File: src/rtl/apb_dual_target_master.sv
module apb_dual_target_master #(
  parameter int AW      = 9,
  parameter int DW      = 8,
  parameter int SEL_BIT = AW - 1
) (
  input  logic          clk,
  input  logic          rst_n,
  input  logic          xfer_en,
  input  logic          rd_nwr,
  input  logic [AW-1:0] cmd_addr,
  input  logic [DW-1:0] cmd_wdata,
  output logic [AW-1:0] paddr,
  output logic          pwrite,
  output logic [DW-1:0] pwdata,
  output logic          penable,
  output logic          psel_a,
  output logic          psel_b,
  input  logic [DW-1:0] prdata_a,
  input  logic [DW-1:0] prdata_b,
  input  logic          pready_a,
  input  logic          pready_b,
  input  logic          pslverr_a,
  input  logic          pslverr_b,
  output logic [DW-1:0] rd_data,
  output logic          done,
  output logic          err
);

  typedef enum logic [1:0] {ST_IDLE, ST_SETUP, ST_ACCESS} st_t;
  st_t state;

  logic [AW-1:0] addr_q;
  logic [DW-1:0] wdata_q;
  logic          rd_q;

  wire hi_tgt = addr_q[SEL_BIT];
  wire on_bus = (state != ST_IDLE);
  wire rdy    = hi_tgt ? pready_b : pready_a;
  wire finish = (state == ST_ACCESS) && rdy;
  wire launch = xfer_en && ((state == ST_IDLE) || finish);

  assign psel_a  = on_bus && !hi_tgt;
  assign psel_b  = on_bus && hi_tgt;
  assign penable = (state == ST_ACCESS);
  assign paddr   = addr_q;
  assign pwdata  = wdata_q;
  assign pwrite  = !rd_q;

  always_ff @(posedge clk or negedge rst_n) begin
    if (!rst_n) begin
      state <= ST_IDLE;
    end else begin
      case (state)
        ST_IDLE:   if (xfer_en) state <= ST_SETUP;
        ST_SETUP:  state <= ST_ACCESS;
        ST_ACCESS: if (rdy) state <= xfer_en ? ST_SETUP : ST_IDLE;
        default:   state <= ST_IDLE;
      endcase
    end
  end

  always_ff @(posedge clk or negedge rst_n) begin
    if (!rst_n) begin
      addr_q  <= '0;
      wdata_q <= '0;
      rd_q    <= 1'b1;
    end else if (launch) begin
      addr_q  <= cmd_addr;
      wdata_q <= cmd_wdata;
      rd_q    <= rd_nwr;
    end
  end

  always_ff @(posedge clk or negedge rst_n) begin
    if (!rst_n) begin
      rd_data <= '0;
      done    <= 1'b0;
      err     <= 1'b0;
    end else begin
      done <= finish;
      err  <= finish && (hi_tgt ? pslverr_b : pslverr_a);
      if (finish && rd_q) rd_data <= hi_tgt ? prdata_b : prdata_a;
    end
  end


  one_select_chk: assert property (@(posedge clk) disable iff (!rst_n)
    !(psel_a && psel_b));


  setup_then_enable_chk: assert property (@(posedge clk) disable iff (!rst_n)
    ((psel_a || psel_b) && !penable) |=> (penable && (psel_a || psel_b)));


  hold_enable_chk: assert property (@(posedge clk) disable iff (!rst_n)
    (penable && !(psel_a ? pready_a : pready_b)) |=> (penable && $stable(psel_a) && $stable(psel_b)));


  stable_cmd_chk: assert property (@(posedge clk) disable iff (!rst_n)
    (psel_a || psel_b) && !(penable && (psel_a ? pready_a : pready_b))
      |=> ($stable(paddr) && $stable(pwrite) && $stable(pwdata)));


  idle_chk: assert property (@(posedge clk) disable iff (!rst_n)
    (!xfer_en && !psel_a && !psel_b) |=> (!psel_a && !psel_b && !penable));


  done_pulse_chk: assert property (@(posedge clk) disable iff (!rst_n)
    (penable && (psel_a ? pready_a : pready_b)) |=> done);


  done_single_chk: assert property (@(posedge clk) disable iff (!rst_n)
    done |=> !done || $past(penable));

endmodule

File: config.mk
export PLATFORM = sky130hd
export DESIGN_NAME = apb_dual_target_master
export DESIGN_NICKNAME = d
export VERILOG_FILES = /design/src/rtl/apb_dual_target_master.sv
export SDC_FILE = /design/constraint.sdc
export NUM_CORES = 1
export LEC_CHECK = 0
export CORE_ASPECT_RATIO = 1.2
export CORE_MARGIN = 3
export CORE_UTILIZATION = 34
export DETAILED_ROUTE_END_ITERATION = 8
export HOLD_SLACK_MARGIN = 0.03
export PLACE_DENSITY = 0.75
export SLEW_MARGIN = 20
export SYNTH_ARGS = -nofsm -noshare
export SYNTH_HDL_FRONTEND = slang
export SYNTH_SLANG_ARGS = --single-unit
File: constraint.sdc
create_clock -name clk -period 1.5 [get_ports clk]
set_input_delay 0.225 -clock clk [delete_from_list [all_inputs] [get_ports clk]]
set_output_delay 0.225 -clock clk [all_outputs]
set_load 0.03 [all_outputs]
* Word-level counts from Yosys, hierarchy flattened
Index checks and enable logic that the tools add are counted.
W data, S select, Z words.
** Operators by class
- Eq/ne operators :: 4
- $mul :: 0
- Div/mod/pow operators :: 0
- Shift operators :: 0
- Muxes and demuxes :: 7
- Order comparisons :: 0
- Reduce and logical (&&, ||, !) cells :: 12
- $add $sub $neg :: 0
- Bitwise gates (word level) :: 0
** Operators by type and width (number)
- $mux W8 :: 1
- $logic_and A1 B1 Y1 :: 6
- $pmux W2 S3 :: 1
- $mux W2 :: 2
- $mux W1 :: 3
- $eq A2 B1 Y1 const B :: 1
- $eq A2 B2 Y1 const B :: 1
- $logic_not A1 Y1 :: 2
- $logic_not A2 Y1 :: 1
- $ne A2 B1 Y1 const B :: 1
- $ne A2 B2 Y1 const B :: 1
- $reduce_and A2 Y1 :: 1
- $reduce_bool A2 Y1 :: 1
- $logic_or A1 B1 Y1 :: 1
** Storage, ports and cells
- Memories kept :: 0
- Output and inout bits :: 31
- Latch bits :: 0
- Bits of input ports :: 41
- Word-level logic and storage cells :: 30
- Bits in writable memories :: 0
- Register bits :: 30
- Memory bits (read-only) :: 0

* Logic depth before layout (Yosys ltp)
Gate-level depths: netlist of run 1.
- Depth after elaboration :: 4
- Depth in mapped cells :: 4

* Worst setup path before layout of run 1
Ideal clock, no wire load.
- Path type :: reg2reg
- Start point :: register addr_q[8] (netlist: paddr[8])
- End point :: register addr_q[0] (netlist: paddr[0])
- Arrival time :: 1.583 ns
- Data required time :: 1.375 ns
- Period minus slack after synthesis :: 1.708 ns
- Setup slack :: -0.208 ns
- Setup time :: 0.125 ns
- Stages on the path, launching flop included :: 5
- Cells stage by stage :: dfrtp_1 -> mux2i_2 -> a21oi_4 -> buf_6 -> mux2_2
** Between the ends
- Word-level cells in the longest chain between the ends :: 4
** RTL lines
- from (decl) :: line 32 : logic [AW-1:0] addr_q;
- from (signal assigned) :: line 68 : addr_q <= cmd_addr;
- $mux W1 :: line 38 : wire rdy = hi_tgt ? pready_b : pready_a;
- $logic_and A1 B1 Y1 :: line 39 : wire finish = (state == ST_ACCESS) && rdy;
- $logic_or A1 B1 Y1 :: line 40 : wire launch = xfer_en && ((state == ST_IDLE) || finish);
- $logic_and A1 B1 Y1 :: line 40
No other way between the ends.
A chain may end at the register's enable or synchronous reset.

* Final worst setup path of run 1
- Start point :: register addr_q[8] (netlist: paddr[8])
- End point :: register addr_q[6] (netlist: paddr[6])
Same word-level chain as after synthesis.

==> impl_metrics.json, run 1 <==
{
  "hpwl_mm": 2.56,
  "clock_latency_ns": 0.27,
  "power_frac_clock_pct": 18.9,
  "vias": 992,
  "hold_buffers": 0,
  "synth_top_area_share_pct": 56.7,
  "viasPerCell": 4.45,
  "ir_worst_vdd_uv": 1020,
  "drt_drc_violations_left": 0,
  "internal-power_uw": 2490,
  "first_pass_iters": 2,
  "yosys_warnings": 0,
  "cts_tree": "built",
  "leakage_uw": 0.000996,
  "start_util_pct": 36.8,
  "diodes": 0,
  "die_y_um": 73.2,
  "avgSynthCellArea_um2": 14.7,
  "rr_startpoint": "paddr[8]$_DFFE_PN0P_",
  "clk_pin_slew_worst_paths_ns": 0.06,
  "endpoint_kind": "register",
  "antenna_left": 0,
  "final_nets": 213,
  "p_comb_share_pct": 48.5,
  "status": "completed",
  "dieArea_um2": 4540,
  "crit_type": "reg -> reg",
  "worst_pin_slew_ns": 0.408,
  "worstRegToRegCells": 4,
  "slew_headroom_pct": 72.7,
  "min_period_ns": 1.47,
  "grt_pass1_wl_mm": 4.73,
  "core_area_um2": 3480,
  "wl_mm": 3.14,
  "reg2reg_slack_ns": 0.03,
  "finalSetupViolCount": 0,
  "grt_setup_unrepaired": "yes",
  "tns_ns": 0,
  "timing.critical_path.from": "paddr[8]$_DFFE_PN0P_",
  "p_sw_share_pct": 38.7,
  "fin_util_pct": 63.8,
  "postSynthRegisterBits": 30,
  "synth_cell_types": 18,
  "wl_per_cell_um": 14.1,
  "maxCapViolations": 0,
  "synth_top_area_cell": "dfrtp_1",
  "drv_slew": 0,
  "place.gp.congestion": 0.801,
  "ys_seq_area_share_pct": 58.7,
  "cts.sink_count": 30,
  "start_kind": "register",
  "critPathMaxFanout": 18,
  "p_sw_uw": 1570,
  "synthesis.nets": 128,
  "arrival_ns": 1.62,
  "cts-root-buf": "clkbuf_8",
  "syn_to_final_growth_pct": 73.6,
  "portBuffers": 71,
  "grt_max_degree": 19,
  "track_usage_pct": 14.3,
  "pin_count": 72,
  "drive_gt1_share_pct": 35.3,
  "grt_overflow_total": 0,
  "p_seq_share_pct": 32.6,
  "crit_required_ns": 1.66,
  "die_x_um": 62.0,
  "finalCritPeriodShare_pct": 97.7,
  "synth_area_leaders": "dfrtp_1 57%, mux2_2 29%, dfstp_2 2.1%",
  "hold_violations": 0,
  "hold_path_class": "in -> async",
  "grt_pass1_vias": 1118,
  "power.density_nw_per_um2": 1830,
  "clock_path_buffers": 2,
  "syn_area_um2": 1280,
  "r2r_end": "paddr[6]$_DFFE_PN0P_",
  "netlist_instances": 87,
  "antenna_found_initial": 0,
  "finalClockSkew_ns": 0.00310,
  "drt-initial-drc-count": 11,
  "htreeDepth": 2,
  "fmax_mhz": 682,
  "fp-row-count": 23,
  "cts_buffers": 5
}
-- sequential cells by signal, summed over array words and instances, names as in the netlist --
name and count:
err 1, done 1, rd_data 8, state 2
rd_q 1, pwdata 8, paddr 9
-- layer usage --
metal  GRT usage [%]  vias up  part of all wire (%)
li1                -      470                     -
met5               0        -                     0
met4            4.95        0                  0.38
met1            14.1      464                    37
met2            26.5       56                    52
met3            5.13        2                    11
-- what timing repair did --
| item | 4_1_cts | 5_1_grt |
|---|---|---|
| setup endpoints to repair | 30 | 18 |
| resized for setup | 30 | 1 |
| gates cloned | 0 | 0 |
| setup buffers | 0 | 1 |
-- power by group through the flow --
stage / sequential, uW / clock, uW / combinational [uW]
5_1_grt: 1370 / 835 / 2090
3_3_place_gp: 1330 / 0 / 2140
6_report: 1330 / 767 / 1970
2_1_floorplan: 1910 / 0 / 635
3_5_place_dp: 1350 / 0 / 2180
4_1_cts: 1330 / 798 / 1980
-- worst max path at each step --
stage / endpoint / slack, ns / depth (start not counted)
3_3_place_gp: paddr[4]$_DFFE_PN0P_ / -0.14 / 5
6_report: paddr[6]$_DFFE_PN0P_ / 0.03 / 4
2_1_floorplan: paddr[0]$_DFFE_PN0P_ / -0.11 / 4
4_1_cts: penable / 0.002 / 4
5_1_grt: pwdata[1]$_DFFE_PN0P_ / -0.03 / 4
3_5_place_dp: pwdata[7]$_DFFE_PN0P_ / -0.17 / 5
-- final cells by class --
type | count | area [um2]
fillers | 300 | 1260
clock buffers | 5 | 68.8
flip-flops and latches | 30 | 754
multi-input cells | 50 | 513
repair buffers | 80 | 764
clock inverters | 3 | 40.0
inverters | 5 | 18.8
well taps | 50 | 62.6
-- layout by cell type, fill, tap and decap left out, drive strengths merged --
master         count
clkdlybuf4s50     40
dfrtp             29
buf               12
o21ai              2
o2bb2ai            1
mux2i              2
a21oi              2
clkinv             2
nor2b              1
dfstp              1
nand2              1
nor2               4
nand2b             2
inv                5
mux2              33
clkbuf             5
dlygate4sd2       28
nor3               2
bufinv             1
-- worst max-delay path: stages, from the launching register on --
cell and delay, ns:
dfrtp_2 0.45, mux2i_4 0.23, a21oi_4 0.16, buf_12 0.17, mux2_2 0.34
-- metrics by stage --
step / hold slack (ns) / std cells / setup WS (ns) / total power, uW / instance area [um2]
after CTS: 0.241 / 222 / 0.00157 / 4100 / 2210
final: 0.247 / 223 / 0.0340 / 4060 / 2220
after global placement: 0.489 / 214 / -0.137 / 3470 / 2130
after global routing: 0.258 / 223 / -0.0318 / 4290 / 2220
after floorplan: -0.0706 / 87 / -0.114 / 2540 / 1290
after detailed placement: 0.494 / 214 / -0.175 / 3530 / 2130
-- cells in the mapped netlist --
cell / number
inv_1: 5
buf_6: 1
nand2_1: 1
dfstp_2: 1
nand2b_1: 2
mux2i_1: 1
buf_1: 1
nor3_1: 1
mux2_2: 33
mux2i_2: 1
a21oi_1: 1
o2bb2ai_1: 1
dfrtp_1: 29
a21oi_4: 1
nor2_1: 4
nor2b_1: 1
o21ai_0: 2
nor3_4: 1
-- cell families (layout without fill, tap and decap cells) --
group	after synthesis	in the layout	share of synthesized area, %
flip-flops	30	30	58.7
AND/OR/NAND/NOR	10	10	4.59
multiplexers	35	35	30.9
AO/OA/AOI/OAI	5	5	3.13
buffers and inverters	7	93	2.64
(Power assumes the default switching activity.)
==> run 2, diff against run 1 <==
- HOLD_SLACK_MARGIN: 0.03 -> 0.08
- SETUP_SLACK_MARGIN: unset -> 0.1
==> run 2 against run 1 <==
The run now ends with setup timing left. Worst setup slack worse by 0.037 ns. Hold slack got worse by 0.0022 ns. Largest cell class unchanged. Highest routed layer unchanged. Utilization is 2.6 points higher. Die area unchanged. Via count is 3.2% higher. Sequential power barely moved.
==> impl_metrics.json, run 2 (synthesized netlist as in run 1, its figures left out) <==
{
  "status": "finished with violations",
  "violations": "setup timing",
  "vias": 1024,
  "grt_setup_unrepaired": "yes",
  "finalCritPeriodShare_pct": 100,
  "crit_required_ns": 1.66,
  "finalClockSkew_ns": 0.00400,
  "wl_per_cell_um": 15.0,
  "multi_input_area_um2": 546,
  "worst_pin_slew_ns": 0.410,
  "crit_type": "reg -> reg",
  "drive_gt1_share_pct": 38.1,
  "htreeDepth": 2,
  "pin_count": 72,
  "fmax_mhz": 665,
  "clock_latency_ns": 0.27,
  "core_area_um2": 3480,
  "dpl_cell_area_um2": 2130,
  "fp-row-count": 23,
  "cts.sink_count": 30,
  "fin_util_pct": 66.4,
  "track_usage_pct": 15.3,
  "seq_area_um2": 754,
  "hold_violations": 0,
  "rr_startpoint": "paddr[8]$_DFFE_PN0P_",
  "reg2reg_slack_ns": -0.003,
  "viasPerCell": 4.53,
  "start_kind": "register",
  "min_period_ns": 1.50,
  "syn_to_final_growth_pct": 80.6,
  "cts_buffers": 5,
  "hpwl_mm": 2.56,
  "crit_buf_inv": 3,
  "dieArea_um2": 4540,
  "leakage_uw": 0.00104,
  "grt_overflow_total": 0,
  "dp_cells": 214,
  "crit_family": "multiplexers",
  "worstRegToRegCells": 5,
  "cts_tree": "built",
  "first_pass_iters": 2,
  "grt_pass1_vias": 1140,
  "wl_mm": 3.38,
  "maxCapViolations": 0,
  "arrival_ns": 1.66,
  "finalSetupViolCount": 1,
  "power.density_nw_per_um2": 1850,
  "antenna_left": 0,
  "final_nets": 216,
  "grt_pass1_wl_mm": 4.99,
  "die_y_um": 73.2,
  "drt-initial-drc-count": 16,
  "clock_path_buffers": 2,
  "worst_path_largest_cell_delay_ns": 0.44,
  "r2r_end": "rd_data[0]$_DFFE_PN0P_",
  "diodes": 0,
  "dp_slack_ns": -0.175,
  "antenna_found_initial": 0,
  "place.gp.congestion": 0.801,
  "slew_headroom_pct": 72.6,
  "postLayoutCellArea_um2": 2310,
  "slowest_stage": "dfrtp_2",
  "drt_drc_violations_left": 0,
  "grt_max_degree": 19,
  "mostFrequentLayoutCells": "40 x clkdlybuf4s50_1, 27 x dfrtp_1, 27 x dlygate4sd2_1, 25 x mux2_2, 8 x mux2_4",
  "ir_worst_vdd_uv": 1020,
  "cp_cell_sequence": "buf_4, buf_8, buf_12, mux2_2, mux2_4",
  "critPathMaxFanout": 7,
  "final_common_cell": "clkdlybuf4s50_1",
  "fin_cells": 226,
  "hold_path_class": "in -> async",
  "portBuffers": 71,
  "cts-root-buf": "clkbuf_8",
  "clk_pin_slew_worst_paths_ns": 0.06,
  "endpoint_kind": "register",
  "die_x_um": 62.0,
  "n_fill_cell": 283,
  "start_util_pct": 36.8,
  "largest_register_ffs": 9,
  "final.setup.worst_slack_ns": -0.00271,
  "drv_slew": 0
}
run 2: cell types whose count changed in the layout (fill, tap and decap cells not counted), sizes merged:
cell and delta:
dlygate4sd2 -1, buf +3, clkdlybuf4s15 +1
run 2: worst register-to-register path, stage by stage, from the launching register on:
cell,delay [ns]
dfrtp_2,0.44
buf_4,0.15
buf_8,0.13
buf_12,0.12
mux2_2,0.28
mux2_4,0.26
run 2: what timing repair did:
item / CTS / global route
pin swaps: 1 / 1
endpoints found under the hold margin: 0 / 0
resized for setup: 43 / 6
cloned: 0 / 0
hold buffers: 0 / 0
buffers inserted: 2 / 2
setup endpoints to repair: 56 / 29
run 2: through the flow:
step | total power (uW) | setup TNS (ns) | hold slack [ns]
6_report | 4280 | -0.00271 | 0.244
5_1_grt | 4510 | -0.359 | 0.258
4_1_cts | 4270 | 0 | 0.241
3_5_place_dp | 3530 | -3.89 | 0.494
3_3_place_gp | 3470 | -3.18 | 0.489
2_1_floorplan | 2540 | -1.02 | -0.0706
run 2: report_power, final:
group | switching (uW) | internal [uW]
combinational | 1160 | 1010
clock | 283 | 488
sequential | 193 | 1140
run 2: area by class of cell:
type	instances	share of cell area (%)
Tap cell	50	2.71
Clock buffer	5	2.98
Sequential cell	30	32.6
Timing Repair Buffer	83	35.4
Clock inverter	3	1.73
Multi-Input combinational cell	50	23.6
Inverter	5	0.920
run 2: worst max-delay path by stage:
stage,startpoint,end,slack [ns],cells after the start
floorplan,paddr[8]$_DFFE_PN0P_,paddr[0]$_DFFE_PN0P_,-0.11,4
global placement,pready_b,paddr[4]$_DFFE_PN0P_,-0.14,5
detailed placement,pready_b,pwdata[7]$_DFFE_PN0P_,-0.17,5
CTS,paddr[8]$_DFFE_PN0P_,pwdata[7]$_DFFE_PN0P_,0.01,4
global route,paddr[8]$_DFFE_PN0P_,psel_a,-0.02,4
finish,paddr[8]$_DFFE_PN0P_,rd_data[0]$_DFFE_PN0P_,-0.003,5
run 2: routing by layer:
layer | wire length (um) | part of all wire [%] | track usage [%]
met1 | 1230 | 36 | 15.6
met2 | 1740 | 51 | 28.1
met3 | 383 | 11 | 5.13
met4 | 29 | 0.86 | 4.95
met5 | 0 | 0 | 0
